$ cat src/rtl/dac2_pkg.sv
package dac2_pkg;
  localparam int NCH     = 2;
  localparam int FIELD_W = 16;

  typedef enum logic {
    CH_A = 1'b0,
    CH_B = 1'b1
  } chan_e;
endpackage

$ cat src/rtl/dac2_pin_sync.sv
module dac2_pin_sync #(
  parameter int   STAGES  = 2,
  parameter logic IDLE_LV = 1'b1
) (
  input  logic clk,
  input  logic rst_n,
  input  logic pin_i,
  output logic lvl_o,
  output logic fall_o
);
  logic [STAGES-1:0] sync_q, sync_d;
  logic              prev_q, prev_d;

  always_comb begin
    sync_d = {sync_q[STAGES-2:0], pin_i};
    prev_d = sync_q[STAGES-1];
  end

  always_ff @(posedge clk or negedge rst_n) begin
    if (!rst_n) begin
      sync_q <= {STAGES{IDLE_LV}};
      prev_q <= IDLE_LV;
    end else begin
      sync_q <= sync_d;
      prev_q <= prev_d;
    end
  end

  assign lvl_o  = sync_q[STAGES-1];
  assign fall_o = prev_q & ~sync_q[STAGES-1];
endmodule

$ cat src/rtl/dac2_ctl.sv
module dac2_ctl (
  input  logic clk,
  input  logic rst_n,
  input  logic clr_fall,
  input  logic clr_lvl,
  input  logic ldac_fall,
  input  logic ldac_lvl,
  input  logic wr_begin,
  input  logic wr_commit,
  input  logic hs_active,
  output logic commit_ok,
  output logic direct_en,
  output logic xfer_en,
  output logic zero_en,
  output logic clr_mode,
  output logic hs_exit
);
  logic in_write_q, in_write_d;
  logic aborted_q, aborted_d;
  logic mode_q, mode_d;
  logic hsx_q, hsx_d;

  // A commit is honoured unless its write was aborted or a clear lands with it.
  assign commit_ok = wr_commit & ~aborted_q & ~clr_fall;
  assign zero_en   = clr_fall;
  assign direct_en = commit_ok & ~ldac_lvl & clr_lvl;
  assign xfer_en   = ldac_fall & clr_lvl & ~clr_fall;

  always_comb begin
    in_write_d = in_write_q;
    if (wr_begin)       in_write_d = 1'b1;
    else if (wr_commit) in_write_d = 1'b0;

    aborted_d = aborted_q;
    if (clr_fall)                    aborted_d = (in_write_q | wr_begin) & ~wr_commit;
    else if (wr_begin || wr_commit)  aborted_d = 1'b0;

    mode_d = mode_q;
    if (clr_fall)       mode_d = 1'b1;
    else if (commit_ok) mode_d = 1'b0;

    hsx_d = clr_fall & hs_active;
  end

  always_ff @(posedge clk or negedge rst_n) begin
    if (!rst_n) begin
      in_write_q <= 1'b0;
      aborted_q  <= 1'b0;
      mode_q     <= 1'b0;
      hsx_q      <= 1'b0;
    end else begin
      in_write_q <= in_write_d;
      aborted_q  <= aborted_d;
      mode_q     <= mode_d;
      hsx_q      <= hsx_d;
    end
  end

  assign clr_mode = mode_q;
  assign hs_exit  = hsx_q;
endmodule

$ cat src/rtl/dac2_chan.sv
module dac2_chan #(
  parameter int W = 12
) (
  input  logic         clk,
  input  logic         rst_n,
  input  logic         zero_en,
  input  logic         wr_en,
  input  logic         direct_en,
  input  logic         xfer_en,
  input  logic [W-1:0] wr_code,
  output logic [W-1:0] dac_code,
  output logic         pend
);
  logic [W-1:0] in_q, in_d, dac_q, dac_d;
  logic         pend_q, pend_d;

  always_comb begin
    in_d   = in_q;
    dac_d  = dac_q;
    pend_d = pend_q;
    if (zero_en) begin
      in_d   = '0;
      dac_d  = '0;
      pend_d = 1'b0;
    end else begin
      if (wr_en) in_d = wr_code;
      if (wr_en && direct_en) begin
        dac_d  = wr_code;
        pend_d = 1'b0;
      end else if (wr_en) begin
        pend_d = 1'b1;
      end else if (xfer_en && pend_q) begin
        dac_d  = in_q;
        pend_d = 1'b0;
      end
    end
  end

  always_ff @(posedge clk or negedge rst_n) begin
    if (!rst_n) begin
      in_q   <= '0;
      dac_q  <= '0;
      pend_q <= 1'b0;
    end else begin
      in_q   <= in_d;
      dac_q  <= dac_d;
      pend_q <= pend_d;
    end
  end

  assign dac_code = dac_q;
  assign pend     = pend_q;
endmodule

$ cat src/rtl/dac2_regctl.sv
module dac2_regctl
  import dac2_pkg::*;
#(
  parameter int DATA_W   = 12,
  parameter int SYNC_STG = 2
) (
  input  logic              clk,
  input  logic              rst_n,
  input  logic              ldac_n_pin,
  input  logic              clr_n_pin,
  input  logic              wr_begin,
  input  logic              wr_commit,
  input  logic              wr_chan,
  input  logic [15:0]       wr_data,
  input  logic              hs_active,
  output logic [DATA_W-1:0] dac_a,
  output logic [DATA_W-1:0] dac_b,
  output logic [1:0]        pend,
  output logic              clr_mode,
  output logic              hs_exit
);
  localparam int MSB = FIELD_W - 1;

  logic clr_lvl, clr_fall, ldac_lvl, ldac_fall;
  logic commit_ok, direct_en, xfer_en, zero_en;
  logic [DATA_W-1:0] wr_code;
  logic [DATA_W-1:0] code_q [NCH];
  logic [NCH-1:0]    pend_q;

  assign wr_code = wr_data[MSB -: DATA_W];

  dac2_pin_sync #(.STAGES(SYNC_STG), .IDLE_LV(1'b1)) u_clr_sync (
    .clk(clk), .rst_n(rst_n), .pin_i(clr_n_pin), .lvl_o(clr_lvl), .fall_o(clr_fall));

  dac2_pin_sync #(.STAGES(SYNC_STG), .IDLE_LV(1'b1)) u_ldac_sync (
    .clk(clk), .rst_n(rst_n), .pin_i(ldac_n_pin), .lvl_o(ldac_lvl), .fall_o(ldac_fall));

  dac2_ctl u_ctl (
    .clk(clk), .rst_n(rst_n),
    .clr_fall(clr_fall), .clr_lvl(clr_lvl),
    .ldac_fall(ldac_fall), .ldac_lvl(ldac_lvl),
    .wr_begin(wr_begin), .wr_commit(wr_commit), .hs_active(hs_active),
    .commit_ok(commit_ok), .direct_en(direct_en), .xfer_en(xfer_en),
    .zero_en(zero_en), .clr_mode(clr_mode), .hs_exit(hs_exit));

  for (genvar ch = 0; ch < NCH; ch++) begin : g_chan
    logic sel;
    assign sel = commit_ok & (wr_chan == ch[0]);
    dac2_chan #(.W(DATA_W)) u_chan (
      .clk(clk), .rst_n(rst_n),
      .zero_en(zero_en), .wr_en(sel), .direct_en(direct_en), .xfer_en(xfer_en),
      .wr_code(wr_code), .dac_code(code_q[ch]), .pend(pend_q[ch]));
  end

  assign dac_a = code_q[CH_A];
  assign dac_b = code_q[CH_B];
  assign pend  = pend_q;
endmodule

$ cat config.mk
export PLATFORM = sky130hd
export DESIGN_NAME = dac2_regctl
export DESIGN_NICKNAME = d
export VERILOG_FILES = /design/src/rtl/dac2_pkg.sv /design/src/rtl/dac2_pin_sync.sv /design/src/rtl/dac2_ctl.sv /design/src/rtl/dac2_chan.sv /design/src/rtl/dac2_regctl.sv
export SDC_FILE = /design/constraint.sdc
export NUM_CORES = 1
export LEC_CHECK = 0
export BUFFER_PORTS_ARGS = -buffer_cell sky130_fd_sc_hd__buf_2
export CORE_MARGIN = 4
export CORE_UTILIZATION = 45
export CTS_BUF_LIST = sky130_fd_sc_hd__clkbuf_16
export CTS_CLUSTER_DIAMETER = 150
export DETAILED_ROUTE_END_ITERATION = 6
export PLACE_DENSITY = 0.75
export SETUP_SLACK_MARGIN = 0.4
export SLEW_MARGIN = 10
export SYNTH_ARGS = -nofsm -noshare
export SYNTH_HDL_FRONTEND = slang
export SYNTH_SLANG_ARGS = --single-unit
$ cat constraint.sdc
create_clock -name clk -period 4.1 [get_ports clk]
set_clock_uncertainty 0.15 [all_clocks]
set_input_delay 0.41 -clock clk [delete_from_list [all_inputs] [get_ports clk]]
set_output_delay 0.41 -clock clk [all_outputs]
set_load 0.03 [all_outputs]
==> impl_metrics.env <==
export IMPL_outcome="finished, final reports clean"
export IMPL_vias=2097
export IMPL_p_sw_share_pct=27.20
export IMPL_clockRootBuffer="clkbuf_16"
export IMPL_ys_seq_area_share_pct=55.45
export IMPL_p_sw_w=0.0004149
export IMPL_ioPinCount=52
export IMPL_rsz0062_at_grt="no"
export IMPL_async_flop_share_pct=100.0
export IMPL_clk_pin_slew_ns=0.05
export IMPL_synth_cell_types=27
export IMPL_hp_class="primary input to flop"
export IMPL_yosys_register_bits=60
export IMPL_grt_pass1_wl_um=10050
export IMPL_clk_path_buf_depth=2
export IMPL_final_layout_size_suffix_gt1_share_pct=22.43
export IMPL_ir_drop_mv=0.2840
export IMPL_grt_overflow=0
export IMPL_synth_area_mux_share_pct=8.828
export IMPL_hold_viol=0
export IMPL_std_cell_rows=28
export IMPL_numClockSinks=60
export IMPL_core_um2=5886
export IMPL_synth_edf_count=0
export IMPL_h_tree_depth=3
export IMPL_antenna_cells=0
export IMPL_syn_to_final_growth_pct=18.39
export IMPL_cp_max_fo=27
export IMPL_hpwlAfterDp_um=3802
export IMPL_syn_nets=300
export IMPL_synth_xor_area_share_pct=0
export IMPL_drtIter0Drc=111
export IMPL_synth_compound_area_share_pct=11.95
export IMPL_avgSynthCellArea_um2=9.860
export IMPL_power_frac_clock_pct=41.4
export IMPL_max_cap_violations=0
export IMPL_leakage_nw=1.715
export IMPL_tightest_slew_ns=1.050
export IMPL_grt_max_degree=61
export IMPL_syn_area_um2=2721
export IMPL_grt_usage_pct=17.56
export IMPL_synth_top_cell_by_area="dfrtp_1"
export IMPL_postCtsHoldBufs=0
export IMPL_reg2reg_depth=2
export IMPL_synth_simple_gate_area_share_pct=18.71
export IMPL_cp_end_kind="flop"
export IMPL_vias_per_cell=5.295
export IMPL_finalMaxSlewViolations=0
export IMPL_wl_um=5945
export IMPL_combPwrFrac_pct=14.0
export IMPL_fmax_mhz=519.6
export IMPL_holdPathStages=1
export IMPL_clk_insertion_delay_late_ns=0.32
export IMPL_fin_crit_ns=1.925
export IMPL_synthTopCellsByCount="75 x nand2_1, 54 x dfrtp_1, 26 x a21oi_1"
export IMPL_cts_setup_buffers=0
export IMPL_p_int_w=0.001111
export IMPL_route_met3_wl_um=322
export IMPL_fin_crit_sh_pct=46.94
export IMPL_port_buffer_count=47
export IMPL_synth_fa_ha_area_share_pct=0
export IMPL_powerDensity_nw_per_um2=473.5
export IMPL_synth_top_cell_area_share_pct=49.66
export IMPL_cts_tree="built"
export IMPL_wl_met1_um=2709
export IMPL_nNetsFinal=340
export IMPL_cp_required_ns=4.21
export IMPL_die_width_um=85.77
export IMPL_synth_top_family_by_area="simple AND/OR/NAND/NOR gates"
export IMPL_drt_first_pass_iters=4
export IMPL_die_h_um=85.77
export IMPL_arrival_ns=2.03
export IMPL_final_antenna_net_count=0
export IMPL_pwr_share_seq_pct=44.6
export IMPL_hold_worst_slack_ns=0.03239
export IMPL_synthCells=276
export IMPL_drc=0
export IMPL_yosys_top_cells_area="dfrtp_1 50%, nand2_1 10%, mux2i_1 8.8%"
export IMPL_gp_congestion=0.7630
export IMPL_route_top_layer_used="met4"
export IMPL_yosysWarnings=0
export IMPL_rrSetupSlack_ns=2.18
export IMPL_setup_slack_ns=2.175
export IMPL_critPathLaunchType="flop"
export IMPL_start_util_pct=46.24
export IMPL_setup_viol=0
export IMPL_antenna_found_initial=0
export IMPL_postCtsResizedCells=0
export IMPL_setup_tns_ns=0
export IMPL_synth_ff_type="dfrtp_1"
export IMPL_crit_type="flop to flop"
export IMPL_grt_pass1_vias=2062
export IMPL_wl_per_cell_um=15.01
export IMPL_relSlewSlack_pct=30.02
export IMPL_synthMostInstantiatedCell="nand2_1"
export IMPL_wl_met2_um=2759
export IMPL_die_area_um2=7356
export IMPL_power_w=0.001526
export IMPL_dp_slack_ns=2.161
export IMPL_cts_buffers=9
==> per-stage QoR <==
step,util [%],cells,area [µm²]
5_1_grt,54.74,396,3222
3_5_place_dp,50.45,380,2969
4_1_cts,54.74,396,3222
2_1_floorplan,-,276,2721
6_report,54.74,396,3222
3_3_place_gp,50.45,380,2969
==> registers in the layout, summed over array words and instances, names as in the netlist, 2 cells and up <==
signal and count:
g_chan.u_chan.dac_code 24, g_chan.u_chan.in_q 24, g_chan.u_chan.pend 2, u_clr_sync.sync_q 2, u_ldac_sync.sync_q 2
==> critical path: stages, from the launching register on <==
cell	delay (ns)
dfstp_2	0.54
nand2b_1	0.81
o221a_2	0.35
==> cell usage in the layout (no fill, tap or decap), types with 2 or more instances in the layout <==
cell       synthesis  final
nand2b_1           2      2
dfstp_2            6      6
and3_1            24     24
mux2i_1           24     24
buf_2              5     47
nand3b_1           2      2
dfrtp_1           54     54
nor2_1             2      2
inv_1              1      3
a21oi_1           26     26
o22ai_1           24     24
nand2_1           75     75
clkbuf_16          0      9
buf_4              4      7
clkinv_1           0      4
o21ai_0            2      2
==> cell families (layout without fill, tap and decap cells) <==
logic type	after synthesis	after routing
simple gates	111	111
flops	60	60
compound gates	55	55
buf+inv	26	71
mux	24	24
==> power groups by stage <==
stage | Clock (W) | Sequential, W | Combinational [W]
6_report | 0.000631 | 0.000680 | 0.000214
5_1_grt | 0.000669 | 0.000688 | 0.000236
4_1_cts | 0.000648 | 0.000680 | 0.000217
3_5_place_dp | 0 | 0.000689 | 0.000216
3_3_place_gp | 0 | 0.000687 | 0.000212
2_1_floorplan | 0 | 0.000721 | 0.000112
==> metal layers <==
layer	track usage, %	vias to the layer above
met1	23.15	1010
met4	10.36	0
met3	3.074	10
met2	27.19	51
li1	-	1026
met5	0	-
==> worst paths after layout <==
check                                            from                       endpoint
worst max-delay path             u_clr_sync.sync_q[1]          g_chan[0].u_chan.pend
worst min-delay path                       ldac_n_pin          u_ldac_sync.sync_q[0]
worst max register to register   u_clr_sync.sync_q[1]          g_chan[0].u_chan.pend
worst min register to register  u_ldac_sync.sync_q[0]          u_ldac_sync.sync_q[1]
max in group asynchronous                       rst_n  g_chan[1].u_chan.dac_code[11]
min in group asynchronous                       rst_n   g_chan[1].u_chan.dac_code[1]
==> layout make-up <==
cell class | count | area, µm²
clock buffers | 9 | 225.2
clock inverters | 7 | 27.53
fillers | 540 | 2664
inverters | 1 | 3.754
multi-input cells | 190 | 1075
flip-flops and latches | 60 | 1509
well taps | 75 | 93.84
repair buffers | 54 | 287.8
Power figures use the tool's default switching activity.
